--- config.mk ---
export PLATFORM = sky130hd
export DESIGN_NAME = link_load_meter
export DESIGN_NICKNAME = d
export VERILOG_FILES = /design/src/rtl/llm_pkg.sv /design/src/rtl/llm_window_timer.sv /design/src/rtl/llm_activity_acc.sv /design/src/rtl/llm_ratio_fsm.sv /design/src/rtl/link_load_meter.sv
export SDC_FILE = /design/constraint.sdc
export NUM_CORES = 1
export LEC_CHECK = 0
export BUFFER_PORTS_ARGS = -buffer_cell sky130_fd_sc_hd__buf_2
export CORE_AREA = 2 2 161 163
export CTS_CLUSTER_DIAMETER = 60
export DETAILED_ROUTE_END_ITERATION = 8
export DIE_AREA = 0 0 163 165
export GPL_ROUTABILITY_DRIVEN = 1
export PLACE_DENSITY = 0.82
export SYNTH_ARGS = -nofsm -noshare
export SYNTH_HDL_FRONTEND = slang
export SYNTH_SLANG_ARGS = --single-unit
--- constraint.sdc ---
create_clock -name clk -period 7.9 [get_ports clk]
set_input_delay 0.79 -clock clk [delete_from_list [all_inputs] [get_ports clk]]
set_output_delay 0.79 -clock clk [all_outputs]
set_load 0.05 [all_outputs]
--- src/rtl/llm_pkg.sv ---
package llm_pkg;
    typedef enum logic [1:0] {
        ST_MEASURE,
        ST_DIVIDE,
        ST_PUBLISH
    } meter_state_t;

    localparam int PCT_W    = 7;
    localparam int PCT_FULL = 100;
    localparam int STEP_W   = 3;
endpackage

--- src/rtl/llm_window_timer.sv ---
module llm_window_timer #(
    parameter int WIN_W   = 16,
    parameter int MIN_WIN = 16
) (
    input  logic             clk,
    input  logic             rst_n,
    input  logic [WIN_W-1:0] win_len,
    output logic             win_end,
    output logic [WIN_W-1:0] eff_len
);
    logic [WIN_W-1:0] cyc_cnt;

    always_comb begin
        eff_len = (win_len < WIN_W'(MIN_WIN)) ? WIN_W'(MIN_WIN) : win_len;
        win_end = (cyc_cnt >= (eff_len - WIN_W'(1)));
    end

    always_ff @(posedge clk) begin
        if (!rst_n)
            cyc_cnt <= '0;
        else if (win_end)
            cyc_cnt <= '0;
        else
            cyc_cnt <= cyc_cnt + WIN_W'(1);
    end

    // windows are at least 16 cycles, so two closes never touch
    p_win_spacing_r1: assert property (@(posedge clk) disable iff (!rst_n)
        win_end |=> !win_end);
endmodule

--- src/rtl/llm_activity_acc.sv ---
module llm_activity_acc #(
    parameter int WIN_W   = 16,
    parameter int SUM_W   = 21,
    parameter int IFG_CYC = 24
) (
    input  logic             clk,
    input  logic             rst_n,
    input  logic             rx_dv,
    input  logic             win_end,
    output logic [SUM_W-1:0] sum_now
);
    logic [WIN_W-1:0] act_cnt;
    logic [WIN_W-1:0] frm_cnt;
    logic [WIN_W-1:0] act_next;
    logic [WIN_W-1:0] frm_next;
    logic             dv_q;
    logic             frame_end;

    always_comb begin
        frame_end = dv_q & ~rx_dv;
        act_next  = act_cnt + WIN_W'(rx_dv);
        frm_next  = frm_cnt + WIN_W'(frame_end);
        sum_now   = SUM_W'(frm_next) * SUM_W'(IFG_CYC) + SUM_W'(act_next);
    end

    always_ff @(posedge clk) begin
        if (!rst_n) begin
            act_cnt <= '0;
            frm_cnt <= '0;
            dv_q    <= 1'b0;
        end else begin
            dv_q <= rx_dv;
            if (win_end) begin
                act_cnt <= '0;
                frm_cnt <= '0;
            end else begin
                act_cnt <= act_next;
                frm_cnt <= frm_next;
            end
        end
    end

    // an idle cycle leaves the active count alone
    p_idle_hold_r2: assert property (@(posedge clk) disable iff (!rst_n)
        (!rx_dv && !win_end) |=> (act_cnt == $past(act_cnt)));

    // at most one frame end per cycle
    p_frame_step_r3: assert property (@(posedge clk) disable iff (!rst_n)
        !win_end |=> ((frm_cnt == $past(frm_cnt)) ||
                      (frm_cnt == $past(frm_cnt) + WIN_W'(1))));
endmodule

--- src/rtl/llm_ratio_fsm.sv ---
module llm_ratio_fsm
    import llm_pkg::*;
#(
    parameter int WIN_W  = 16,
    parameter int SUM_W  = 21,
    parameter int PROD_W = 28
) (
    input  logic             clk,
    input  logic             rst_n,
    input  logic             win_end,
    input  logic [SUM_W-1:0] sum_now,
    input  logic [WIN_W-1:0] eff_len,
    input  logic [PCT_W-1:0] thresh_pct,
    input  logic             req_clr,
    output logic [PCT_W-1:0] load_pct,
    output logic             win_done,
    output logic             reconf_req
);
    meter_state_t      state;
    meter_state_t      state_nxt;
    logic [STEP_W-1:0] step;
    logic [PROD_W-1:0] rem;
    logic [WIN_W-1:0]  den;
    logic [PCT_W-1:0]  quot;
    logic              over_q;

    logic [PROD_W-1:0] prod_now;
    logic [PROD_W-1:0] lim_now;
    logic [PROD_W-1:0] trial;
    logic              fits;
    logic [PCT_W-1:0]  quot_nxt;
    logic [PCT_W-1:0]  pct_sat;
    logic              last_bit;

    always_comb begin
        prod_now = PROD_W'(sum_now) * PROD_W'(PCT_FULL);
        lim_now  = PROD_W'(thresh_pct) * PROD_W'(eff_len);
        trial    = PROD_W'(den) << step;
        fits     = (rem >= trial);
        quot_nxt = quot | (PCT_W'(fits) << step);
        pct_sat  = (quot_nxt > PCT_W'(PCT_FULL)) ? PCT_W'(PCT_FULL) : quot_nxt;
        last_bit = (state == ST_DIVIDE) && (step == '0);
    end

    always_comb begin
        state_nxt = state;
        unique case (state)
            ST_MEASURE: if (win_end)        state_nxt = ST_DIVIDE;
            ST_DIVIDE:  if (step == '0)     state_nxt = ST_PUBLISH;
            ST_PUBLISH:                     state_nxt = ST_MEASURE;
            default:                        state_nxt = ST_MEASURE;
        endcase
    end

    always_ff @(posedge clk) begin
        if (!rst_n)
            state <= ST_MEASURE;
        else
            state <= state_nxt;
    end

    always_ff @(posedge clk) begin
        if (!rst_n) begin
            step     <= '0;
            rem      <= '0;
            den      <= '0;
            quot     <= '0;
            over_q   <= 1'b0;
            load_pct <= '0;
        end else begin
            if (state == ST_MEASURE && win_end) begin
                rem    <= prod_now;
                den    <= eff_len;
                quot   <= '0;
                step   <= STEP_W'(PCT_W - 1);
                over_q <= (prod_now > lim_now);
            end else if (state == ST_DIVIDE) begin
                if (fits)
                    rem <= rem - trial;
                quot <= quot_nxt;
                if (step != '0)
                    step <= step - STEP_W'(1);
                else
                    load_pct <= pct_sat;
            end
        end
    end

    always_ff @(posedge clk) begin
        if (!rst_n)
            reconf_req <= 1'b0;
        else if (last_bit && over_q)
            reconf_req <= 1'b1;
        else if (req_clr)
            reconf_req <= 1'b0;
    end

    always_comb begin
        win_done = (state == ST_PUBLISH);
    end

    // the publish strobe lasts a single cycle
    p_done_pulse_r1: assert property (@(posedge clk) disable iff (!rst_n)
        win_done |=> !win_done);

    // the published load never exceeds full scale
    p_pct_max_r4: assert property (@(posedge clk) disable iff (!rst_n)
        load_pct <= PCT_W'(PCT_FULL));

    // the load value only moves together with the strobe
    p_pct_hold_r5: assert property (@(posedge clk) disable iff (!rst_n)
        !win_done |=> ($stable(load_pct) || win_done));

    // the request only rises in a publish cycle
    p_req_rise_r6: assert property (@(posedge clk) disable iff (!rst_n)
        $rose(reconf_req) |-> win_done);

    // the request is sticky without a clear
    p_req_sticky_r7: assert property (@(posedge clk) disable iff (!rst_n)
        (reconf_req && !req_clr) |=> reconf_req);

    // a clear drops the request unless a new window sets it
    p_req_clear_r7: assert property (@(posedge clk) disable iff (!rst_n)
        req_clr |=> (!reconf_req || win_done));
endmodule

--- src/rtl/link_load_meter.sv ---
module link_load_meter #(
    parameter int WIN_W   = 16,
    parameter int IFG_CYC = 24,
    parameter int MIN_WIN = 16
) (
    input  logic             clk,
    input  logic             rst_n,
    input  logic             rx_dv,
    input  logic [WIN_W-1:0] win_len,
    input  logic [6:0]       thresh_pct,
    input  logic             req_clr,
    output logic [6:0]       load_pct,
    output logic             win_done,
    output logic             reconf_req
);
    localparam int SUM_W  = WIN_W + 5;
    localparam int PROD_W = SUM_W + 7;

    logic             win_end;
    logic [WIN_W-1:0] eff_len;
    logic [SUM_W-1:0] sum_now;

    llm_window_timer #(
        .WIN_W   (WIN_W),
        .MIN_WIN (MIN_WIN)
    ) u_timer (
        .clk     (clk),
        .rst_n   (rst_n),
        .win_len (win_len),
        .win_end (win_end),
        .eff_len (eff_len)
    );

    llm_activity_acc #(
        .WIN_W   (WIN_W),
        .SUM_W   (SUM_W),
        .IFG_CYC (IFG_CYC)
    ) u_acc (
        .clk     (clk),
        .rst_n   (rst_n),
        .rx_dv   (rx_dv),
        .win_end (win_end),
        .sum_now (sum_now)
    );

    llm_ratio_fsm #(
        .WIN_W  (WIN_W),
        .SUM_W  (SUM_W),
        .PROD_W (PROD_W)
    ) u_fsm (
        .clk        (clk),
        .rst_n      (rst_n),
        .win_end    (win_end),
        .sum_now    (sum_now),
        .eff_len    (eff_len),
        .thresh_pct (thresh_pct),
        .req_clr    (req_clr),
        .load_pct   (load_pct),
        .win_done   (win_done),
        .reconf_req (reconf_req)
    );

    // a publish strobe never coincides with a window close
    p_done_apart_r1: assert property (@(posedge clk) disable iff (!rst_n)
        win_done |-> !win_end);
endmodule

==> summary.md <==
| Metric | Value |
|---|---|
| Synth Area in XOR/XNOR | 7.698% |
| Max-slew violations | 0 |
| Synth Instances | 1,833 |
| Met3 WL post-DR | 3128 microns |
| RSZ-0062 raised after global routing | yes |
| Die Span X | 163 microns |
| Vias | 14.09k |
| Sw Share | 39.62% |
| TritonCTS clock tree | yes |
| Initial Util | 58.63% |
| Top_reg_cell synth | dfxtp_1 |
| DRT met1 WL | 16,990 microns |
| Most frequent cell after synthesis | ha_1 |
| Sequential share of power | 21.9% |
| CP delay by family, top | adder cells |
| CP dominant cell by count | ha_1 |
| Routed WL | 42,230 microns |
| Overall Global Routing Usage | 29.45% |
| Synth Area in Compound Gates | 15.90% |
| CP endpoint kind | flop |
| Worst setup margin | -0.2732 ns |
| Total Nets Final | 2,299 |
| Pre-Repair DR Iteration Count | 7 |
| Most area-consuming cells after synthesis | ha_1 (18%), dfxtp_1 (16%), fa_1 (12%) |
| Startpoint class of the critical path | input port |
| Worst Tran Pin Value | 0.8134 ns |
| Leak Pwr | 0.008469 uW |
| Grt ovf | 0 |
| Vias in the first global route | 13.67k |
| H-tree Lvls | 4 |
| CTS sink cnt | 114 |
| Iter 0 DRT Violations | 1,215 |
| Int Pwr | 1601 uW |
| Final min period | 8.173 ns |
| Post-synth top cells | ha_1 (206), nand2_1 (205), inv_1 (198) |
| Yosys top cell by area | ha_1 |
| Mapped Area | 14,680 sq um |
| Final setup vio count | 2 |
| Gate power share | 47.8% |
| Clock Latency Late Sink | 0.44 ns |
| Seq cells post-synth | 114 |
| Register area share after synthesis | 15.55% |
| Hold-fix buffers at CTS | 0 |
| Synth cell types | 77 |
| Switching pwr | 1051 uW |
| CTS Buf Count | 17 |
| Multiplexer share of the synthesized area | 3.350% |
| DR WL/cell | 18.19 microns |
| Adder-Cell Fraction of Synth Area | 29.56% |
| MaxCap Viol Count | 0 |
| Total negative slack | -0.3398 ns |
| Share of layout cells above drive strength 1 | 16.83% |
| Std cell rows | 58 |
| Tot Pwr | 2652 uW |
| Ant. Diodes | 0 |
| Worst-case clock buffer depth | 2 |
| Max Fanout on Critical Path | 4 |
| DRC Markers | 0 |
| Post-route ant nets | 0 |
| Hold Vio Cnt, Final | 0 |
| Vias per inst | 6.069 |
| Failing checks | setup timing |
| Dpl hpwl | 29,350 microns |
| Fin Clk Skew | 0.01608 ns |
| Share of the synthesized area in the top cell type | 17.56% |
| I/O Pins | 36 |
| FFs w/ async S/R, synth | 0% |
| EDFF count, synth | 0 |
| Worst endpoint required time | 8.19 ns |
| CP Class | in2reg |
| Metal2 WL | 20,250 microns |
| Worst path bufs/invs | 4 |
| Area growth from synthesis to layout | 17.94% |
| Clock power frac | 30.3% |
| Initial antenna violation count | 0 |
| Chip height | 165 microns |
| Syn avg cell area | 8.008 sq um |
| Peak supply drop | 185.5 uV |
| Critical-path top delay cell | fa_1 |
| Count of input and output buffers | 35 |
| Die area | 26,900 sq um |
| Synth Warn # | 0 |
| Power density cells | 153.2 nW/um^2 |
| Top sig layer | met4 |
| FMAX | 0.1224 GHz |
| Status | finished, violations left |
| Data arrival, critical path | 8.46 ns |
| Net Count, Synth | 2,154 |
| GPL Wtd Cong | 0.9400 |
| Period utilization | 103.5% |
| CTS root buffer | clkbuf_16 |
| Largest net degree at the start of global routing | 45 |
| Slew headroom | 44.37% |
| Hold Path Class | reg2reg |
| Post-synthesis simple-gate area fraction | 20.90% |
| First-pass GRT wire length | 64,290 microns |
| Worst-path clk slew | 0.07 ns |
| Total core area | 25,040 sq um |
| Crit-path max cell delay | 0.50 ns |
| Main combinational cell family by area after synthesis | adder cells |
-- worst register-to-register path: cells and delay by family, from the launching register on --
kind	cells	cell delay [ns]
AOI/OAI and AO/OA	12	2.02
xor gates and xnor gates	4	0.63
adders and majority gates	8	2.45
buffers and inverters	3	0.27
DFF	1	0.31
and+or+nand+nor	14	2.21
-- layer usage --
layer | track usage, % | vias to the layer above
li1 | - | 6579
met1 | 36.51 | 6699
met2 | 50.54 | 636
met3 | 5.349 | 173
met4 | 12.15 | 0
met5 | 0 | -
-- worst paths after layout --
kind	from	depth (start not counted)	slack, ns	end
max	rx_dv	42	-0.27	u_fsm.over_q
min reg2reg	u_fsm.load_pct[4]	2	0.45	u_fsm.load_pct[4]
max reg2reg	u_acc.dv_q	41	-0.12	u_fsm.over_q
min	u_fsm.load_pct[4]	2	0.45	u_fsm.load_pct[4]
-- cells by family (layout without fill, tap and decap cells) --
logic type / Yosys count / after routing
AO/OA/AOI/OAI: 363 / 363
XOR/XNOR: 129 / 129
adder cells (fa/ha/maj): 294 / 294
buffers and inverters: 268 / 425
flip-flops: 114 / 114
multiplexers: 45 / 45
AND/OR/NAND/NOR: 620 / 621
-- registers in the layout, indices dropped and copies added (netlist names) --
name,count
u_fsm.quot,7
u_fsm.over_q,1
u_fsm.rem,28
u_fsm.state,2
u_fsm.den,16
u_fsm.reconf_req,1
u_acc.dv_q,1
u_fsm.load_pct,7
u_fsm.step,3
u_acc.act_cnt,16
u_timer.cyc_cnt,16
u_acc.frm_cnt,16
-- through the flow --
stage	util (%)	instances	hold WS (ns)	setup slack, ns	cell area (sq um)
floorplan	-	1833	0.4410	0.03418	14710
global placement	63.97	2260	0.4383	-0.2545	16020
detailed placement	63.97	2260	0.4472	-0.5070	16020
CTS	67.23	2312	0.4568	0.005096	16830
global route	69.15	2321	0.4787	-0.5821	17310
finish	69.15	2321	0.4541	-0.2732	17310
-- power by group through the flow --
stage                     registers, uW  clock network, uW  logic, uW
after floorplan                     593                  0        837
after CTS                           580                802       1220
final                               580                804       1270
after global placement              593                  0       1140
after detailed placement            593                  0       1200
after global routing                581                826       1410
-- placed cells by master (no fill, tap or decap), drive strengths merged, types with 40 or more instances in the layout --
| cell | netlist | final |
|---|---|---|
| xor2 | 55 | 55 |
| nand2 | 206 | 206 |
| nand3 | 47 | 47 |
| inv | 198 | 207 |
| a21oi | 116 | 116 |
| xnor2 | 74 | 74 |
| ha | 206 | 206 |
| nor2 | 119 | 119 |
| nor2b | 53 | 53 |
| fa | 88 | 88 |
| o21ai | 61 | 61 |
| a21o | 40 | 40 |
| buf | 14 | 195 |
| dfxtp | 114 | 114 |
-- what timing repair did --
action | in CTS | in global routing
gates cloned | 0 | 1
setup buffers | 20 | 8
pin swaps | 21 | 45
gates resized for setup | 16 | 86
setup endpoints to repair | 1 | 5
-- cell type report --
type,count,area [sq um]
Multi-Input combinational cell,1452,11890
Fill cell,1770,7725
Timing Repair Buffer,195,1388
Clock inverter,15,166.4
Clock buffer,17,425.4
Sequential cell,114,2282
Inverter,198,743.2
Tap cell,330,412.9
No activity file was read; power rests on OpenSTA's default activity.
